`config.mk`:
```
export PLATFORM = sky130hd
export DESIGN_NAME = mdm_ctl_status
export DESIGN_NICKNAME = d
export VERILOG_FILES = /design/src/rtl/mdm_pkg.sv /design/src/rtl/mdm_sync.sv /design/src/rtl/mdm_ctl_reg.sv /design/src/rtl/mdm_delta.sv /design/src/rtl/mdm_ctl_status.sv
export SDC_FILE = /design/constraint.sdc
export NUM_CORES = 1
export LEC_CHECK = 0
export ABC_AREA = 0
export BUFFER_PORTS_ARGS = -buffer_cell sky130_fd_sc_hd__clkbuf_2
export CAP_MARGIN = 10
export CORE_AREA = 5 5 45 55
export DETAILED_ROUTE_END_ITERATION = 8
export DIE_AREA = 0 0 50 60
export GPL_TIMING_DRIVEN = 0
export HOLD_SLACK_MARGIN = 0.1
export PLACE_DENSITY_LB_ADDON = 0.05
export SETUP_SLACK_MARGIN = 0.1
export SYNTH_ARGS = -nofsm -noshare
export SYNTH_HDL_FRONTEND = slang
export SYNTH_SLANG_ARGS = --single-unit
```
`constraint.sdc`:
```
create_clock -name clk -period 1.9 [get_ports clk]
set_input_delay 0.19 -clock clk [delete_from_list [all_inputs] [get_ports clk]]
set_output_delay 0.19 -clock clk [all_outputs]
set_load 0.02 [all_outputs]
```
`src/rtl/mdm_pkg.sv`:
```
package mdm_pkg;
   localparam int LINES = 4;
   localparam int CTL_W = 5;
   // control register bit positions
   localparam int CTL_DTR  = 0;
   localparam int CTL_RTS  = 1;
   localparam int CTL_OUT1 = 2;
   localparam int CTL_OUT2 = 3;
   localparam int CTL_LOOP = 4;
   // status line positions (status bit = position + LINES, flag = position)
   localparam int LN_CTS = 0;
   localparam int LN_DSR = 1;
   localparam int LN_RI  = 2;
   localparam int LN_DCD = 3;
   // lines whose flag fires only on a 1 -> 0 state transition
   localparam logic [LINES-1:0] TRAIL_MASK = 4'b0100;

   typedef logic [LINES-1:0] line_vec_t;
   typedef logic [CTL_W-1:0] ctl_vec_t;
endpackage

```
`src/rtl/mdm_sync.sv`:
```
module mdm_sync #(
   parameter int          WIDTH   = 4,
   parameter int          STAGES  = 2,
   parameter logic [WIDTH-1:0] RST_VAL = '1
) (
   input  logic             clk,
   input  logic             rst,
   input  logic [WIDTH-1:0] d,
   output logic [WIDTH-1:0] q
);
   generate
      if (STAGES < 2) begin : g_bad_stages
         $error("mdm_sync: STAGES must be at least 2");
      end
   endgenerate

   logic [STAGES-1:0][WIDTH-1:0] chain;

   always_ff @(posedge clk) begin
      if (rst) chain[0] <= RST_VAL;
      else     chain[0] <= d;
   end

   for (genvar k = 1; k < STAGES; k++) begin : g_stage
      always_ff @(posedge clk) begin
         if (rst) chain[k] <= RST_VAL;
         else     chain[k] <= chain[k-1];
      end
   end

   assign q = chain[STAGES-1];
endmodule

```
`src/rtl/mdm_ctl_reg.sv`:
```
module mdm_ctl_reg #(
   parameter int DATA_W = 8,
   parameter int CTL_W  = 5
) (
   input  logic              clk,
   input  logic              rst,
   input  logic              we,
   input  logic [DATA_W-1:0] wdata,
   output logic [CTL_W-1:0]  q
);
   generate
      if (DATA_W <= CTL_W) begin : g_bad_w
         $error("mdm_ctl_reg: DATA_W must exceed CTL_W");
      end
   endgenerate

   logic unused_wr_hi;
   assign unused_wr_hi = ^wdata[DATA_W-1:CTL_W];

   always_ff @(posedge clk) begin
      if (rst)     q <= '0;
      else if (we) q <= wdata[CTL_W-1:0];
   end
endmodule

```
`src/rtl/mdm_delta.sv`:
```
module mdm_delta #(
   parameter int               WIDTH = 4,
   parameter logic [WIDTH-1:0] TRAIL = '0
) (
   input  logic             clk,
   input  logic             rst,
   input  logic [WIDTH-1:0] cur,
   input  logic             clr,
   output logic [WIDTH-1:0] chg,
   output logic [WIDTH-1:0] flag
);
   logic [WIDTH-1:0] prev;

   for (genvar i = 0; i < WIDTH; i++) begin : g_det
      if (TRAIL[i]) begin : g_trail
         assign chg[i] = prev[i] & ~cur[i];
      end else begin : g_any
         assign chg[i] = prev[i] ^ cur[i];
      end
   end

   always_ff @(posedge clk) begin
      if (rst) begin
         prev <= '0;
         flag <= '0;
      end else begin
         prev <= cur;
         flag <= (clr ? '0 : flag) | chg;
      end
   end
endmodule

```
`src/rtl/mdm_ctl_status.sv`:
```
module mdm_ctl_status
   import mdm_pkg::*;
#(
   parameter int SYNC_STAGES = 2,
   parameter int DATA_W      = 8
) (
   input  logic              clk,
   input  logic              rst,
   input  logic              wr_en,
   input  logic              rd_en,
   input  logic              addr,
   input  logic [DATA_W-1:0] wdata,
   output logic [DATA_W-1:0] rdata,
   input  logic              msi_en,
   input  logic              cts_n,
   input  logic              dsr_n,
   input  logic              ri_n,
   input  logic              dcd_n,
   output logic              dtr_n,
   output logic              rts_n,
   output logic              out1_n,
   output logic              out2_n,
   output logic              irq
);
   localparam int STAT_W = 2 * LINES;

   generate
      if (DATA_W < STAT_W) begin : g_bad_data_w
         $error("mdm_ctl_status: DATA_W too small for status word");
      end
   endgenerate

   ctl_vec_t  ctl_q;
   line_vec_t pin_n, pin_s, ext_st, lb_st, line_st, chg, flag_q;
   logic [LINES-1:0] drv_n;
   logic      loop_on, rd_stat;

   mdm_ctl_reg #(.DATA_W(DATA_W), .CTL_W(CTL_W)) u_ctl (
      .clk(clk), .rst(rst), .we(wr_en & ~addr), .wdata(wdata), .q(ctl_q)
   );

   assign loop_on = ctl_q[CTL_LOOP];

   // outputs: inverse of control bit, held high in loopback
   for (genvar i = 0; i < LINES; i++) begin : g_drv
      assign drv_n[i] = loop_on | ~ctl_q[i];
   end
   assign dtr_n  = drv_n[CTL_DTR];
   assign rts_n  = drv_n[CTL_RTS];
   assign out1_n = drv_n[CTL_OUT1];
   assign out2_n = drv_n[CTL_OUT2];

   assign pin_n[LN_CTS] = cts_n;
   assign pin_n[LN_DSR] = dsr_n;
   assign pin_n[LN_RI]  = ri_n;
   assign pin_n[LN_DCD] = dcd_n;

   mdm_sync #(.WIDTH(LINES), .STAGES(SYNC_STAGES), .RST_VAL('1)) u_sync (
      .clk(clk), .rst(rst), .d(pin_n), .q(pin_s)
   );

   assign ext_st = ~pin_s;

   assign lb_st[LN_CTS] = ctl_q[CTL_RTS];
   assign lb_st[LN_DSR] = ctl_q[CTL_DTR];
   assign lb_st[LN_RI]  = ctl_q[CTL_OUT1];
   assign lb_st[LN_DCD] = ctl_q[CTL_OUT2];

   assign line_st = loop_on ? lb_st : ext_st;
   assign rd_stat = rd_en & addr;

   mdm_delta #(.WIDTH(LINES), .TRAIL(TRAIL_MASK)) u_delta (
      .clk(clk), .rst(rst), .cur(line_st), .clr(rd_stat),
      .chg(chg), .flag(flag_q)
   );

   assign irq   = msi_en & (|flag_q);
   assign rdata = addr ? DATA_W'({line_st, flag_q}) : DATA_W'(ctl_q);
endmodule

```
# Word level (Yosys, flattened, before mapping)
# Index checks and enable logic that the tools add are counted.
# totals
inputBits	18
elab_cells	28
register_bits	21
out_inout_bits	13
# op_classes
mux	3
n_reduce_logical	1
bitwise_logic	19
# op_table
operator	n
4-bit 2-to-1 mux	2
8-bit 2-to-1 mux	1
1-bit inverter	6
1-bit AND	4
4-bit inverter	1
1-bit OR	4
4-bit OR	1
4-bit OR reduction	1
1-bit XOR	3

# Longest topological paths before layout
# depth
depth_word	5
depth_mapped	5

# Hierarchy
# Synthesis repeated with hierarchy kept, for this count alone.
# hier_totals
hier_cells	91
hier_area_um2	942.2
# modules_own_cells
mod	area_each_um2	seq_area_each_um2	instances	cells_per_inst
mdm_delta	282.8	160.2	1	24
mdm_sync	240.2	160.2	1	20
mdm_ctl_status	239.0	0.0	1	31
mdm_ctl_reg	180.2	100.1	1	16

# Least setup slack after synthesis
# Ideal clock, no wire load.
# synth_path
path_type	register to register
start	reg u_ctl.q[4]
end	reg u_delta.flag[1]
setup_ns	0.122
stages_incl_launch_ff	5
required_ns	1.778
t_arrival_ns	1.020
path_slack_ns	0.758
path_buffers	1
cell_sequence	dfxtp_1 -> buf_6 -> nand2b_4 -> and2_4 -> a221o_1
# synth_between
elab_chain_cells	3
# synth_rtl
item	line_no	rtl
start, declared	mdm_ctl_reg.sv:9	output logic [CTL_W-1:0] q
start signal, assigned	mdm_ctl_reg.sv:22	else if (we) q <= wdata[CTL_W-1:0];
4-bit 2-to-1 mux	mdm_ctl_status.sv:69	assign line_st = loop_on ? lb_st : ext_st;
1-bit XOR	mdm_delta.sv:18	assign chg[i] = prev[i] ^ cur[i];
4-bit OR	mdm_delta.sv:28	flag <= (clr ? '0 : flag) | chg;
end signal, assigned	mdm_delta.sv:28	
end, declared	mdm_delta.sv:10	output logic [WIDTH-1:0] flag
# Every way passes these cells.
# A chain may end at the register's enable or synchronous reset.

# Worst setup path in the final report
# layout_path
start	reg u_ctl.q[4]
end	out rdata[4]
# layout_between
elab_chain_cells	2
# layout_rtl
item	line_no	rtl
4-bit 2-to-1 mux	mdm_ctl_status.sv:69	
8-bit 2-to-1 mux *	mdm_ctl_status.sv:78	assign rdata = addr ? DATA_W'({line_st, flag_q}) : DATA_W'(ctl_q);
end, declared	mdm_ctl_status.sv:13	output logic [DATA_W-1:0] rdata,
# Mark *: on every way between the ends. The rest lies on a longest branch, timed or not.

==> impl_metrics.toml <==
[status]
status = "finished, final reports clean"

[final_layout]
nets = 145
stdcell_area_sq_mm = 0.00114
area_growth_pct = 24.2
multi_input_area_sq_um = 469
drive_above_1_share = 0.310
fin_util = 0.590
antenna_cells = 0
nFillCells = 179
layout.area.seq_sq_um = 420

[power_and_ir_drop]
powerDensity_mw_per_mm2 = 742
total_power_mw = 0.848
ir_worst_vdd_mv = 0.533
p_leak_nw = 0.529

[logic_synthesis]
synthDominantCellAreaShare = 0.457
synth-edff-count = 0
yosysUniqueCellTypes = 21
synth.avg_cell_area_sq_um = 10.0
synth-seq-area-share = 0.457
ys_warn_count = 0
yosysMostFrequentCell = "dfxtp_1"
synth_area_leader_cell = "dfxtp_1"
yosys_most_used_dff = "dfxtp_1"
yosys-top-cells-area = "dfxtp_1, nand2b_1, mux2i_1"
synth-seq-cells = 21
syn_area_sq_um = 920
async_reset_ff_frac = 0
syn-num-nets = 110
synth_commonest_cells = "dfxtp_1, nand2b_1, nor2_1, or2_1, nor2b_1"
synthCells = 92

[detailed_routing]
remaining_drc_errors = 0
wirelength_um = 1800
ant_nets = 0
dr.pass1.iters = 4
viasPerCell = 4.91
avgRoutedWirePerCell_um = 12.3
drt_iter0_drc = 6
vias = 717

[die]
start_util = 0.475
chipWidth_um = 50
core_area_sq_mm = 0.00194
fp-row-count = 18
die-area_sq_mm = 0.00300
die_h_um = 60
pin_count = 31

[setup_path]
critPathRequiredTime_ns = 1.71
critPathSlowestCell = "dfxtp_1"
critPathTopFamily = "flip-flops"
worst-setup-path-type = "register to primary output"
critical-path-max-stage-delay_ns = 0.37
arrival_ns = 1.43
start_kind = "register"
cp_max_fo = 5
end_kind = "primary output"
path_cells = "nand2b_1, and2_1, mux2_2, clkbuf_2"
critPathBufInv = 1

[clocking]
cts_tree = "yes"
cts_buffers = 3
worstSkewPairLatency_ns = 0.29
path_clk_slew_ns = 0.11
clk_path_buf_depth = 2
post-cts-setup-buffers = 0
numClockSinks = 21
cts-root-buf = "clkbuf_4"
htreeDepth = 1

[sta]
slew_viol_final = 0
fin_crit_sh = 0.852
max_slew_margin = 0.748
period_minus_slack_ns = 1.62
setup_tns_ns = 0
fin_skew_ns = 0.00410
finalSetupViolCount = 0
hold_violations = 0
fmax_mhz = 617
rsz0062_at_grt = "false"
tightest_slew_ns = 0.378

[run]
cap_violations = 0

[placed_design]
gp_congestion = 0.685
port_buffers = 26
dpl-instance-area_sq_mm = 0.00107
hpwl_um = 1380

[grt]
antenna_found_initial = 0
gr-usage-all-layers = 0.140
grt_start_max_net_pins = 13
grt_overflow_total = 0
grt_pass1_wl_um = 3190
first_global_vias = 759

[worst_hold_path]
hp-class = "input pin to register"
## path summary, 6_finish.rpt
check	start	to	slack (ns)	depth (start not counted)
worst max-delay path	u_ctl.q[4]	rdata[4]	0.28	4
worst min-delay path	wdata[1]	u_ctl.q[1]	0.13	3
worst max register to register	u_ctl.q[4]	u_delta.flag[1]	0.68	4
worst min register to register	u_sync.chain[3]	u_sync.q[3]	0.42	1
## registers in the layout, summed over array words and instances, names as in the netlist
| name | cells |
|---|---|
| u_delta.flag | 4 |
| u_sync.chain | 4 |
| u_ctl.q | 5 |
| u_sync.q | 4 |
| u_delta.prev | 4 |
## power breakdown
part	internal [mW]	total (mW)	switching, mW
combinational	0.0803	0.158	0.0772
sequential	0.466	0.483	0.0165
clock	0.0783	0.207	0.129
## cell usage in the layout (no fill, tap or decap)
master / netlist / layout
mux2i_1: 5 / 5
nor2b_1: 7 / 7
mux2_1: 4 / 4
nand2b_1: 13 / 13
a21oi_1: 4 / 4
buf_2: 3 / 3
or2_1: 8 / 8
dlygate4sd3_1: 0 / 4
buf_6: 1 / 1
nor2_1: 8 / 8
clkinv_2: 0 / 1
o41a_1: 1 / 1
a21bo_1: 1 / 1
nand2b_4: 2 / 2
clkbuf_1: 1 / 1
a221o_1: 3 / 3
dfxtp_1: 21 / 21
mux2_2: 1 / 1
and2_1: 1 / 1
and2_4: 2 / 2
clkbuf_2: 0 / 26
and3_1: 3 / 3
nand2_1: 2 / 2
clkbuf_4: 0 / 3
and3b_1: 1 / 1
## area by class of cell
type	instances	share of cell area
Multi-Input combinational cell	66	0.411
Timing Repair Buffer	30	0.149
Sequential cell	21	0.368
Clock inverter	1	0.00438
Clock buffer	3	0.0197
Buffer	5	0.0263
Tap cell	20	0.0219
## worst reg2reg max path: cells and delay by family (launching register included)
kind | cells | cell delay [ns]
AO/OA/AOI/OAI | 1 | 0.31
buffers and inverters | 1 | 0.15
flip-flops | 1 | 0.37
AND/OR/NAND/NOR | 2 | 0.29
## per-layer routing
layer | share of wire | track usage
met5 | 0 | 0
met1 | 0.44 | 0.164
met2 | 0.48 | 0.228
met3 | 0.071 | 0.0449
met4 | 0.011 | 0.0674
## stage by stage
| stage | hold WS, ns | cells | worst slack, ns |
|---|---|---|---|
| floorplan | 0.287 | 92 | 0.758 |
| global placement | 0.366 | 138 | 0.618 |
| detailed placement | 0.370 | 138 | 0.610 |
| CTS | 0.122 | 146 | 0.266 |
| global route | 0.121 | 146 | 0.191 |
| finish | 0.127 | 146 | 0.280 |
## timing repair
action                                 in CTS  in global routing
hold buffers                                4                  0
endpoints found under the hold margin       4                  0
gates resized for setup                     0                  0
## cell families after synthesis
| group | Yosys count | share of synthesized area |
|---|---|---|
| and+or+nand+nor | 47 | 0.317 |
| DFF | 21 | 0.457 |
| muxes | 10 | 0.116 |
| AOI/OAI and AO/OA | 9 | 0.0776 |
| buffers and inverters | 5 | 0.0326 |
Power figures use the tool's default switching activity.
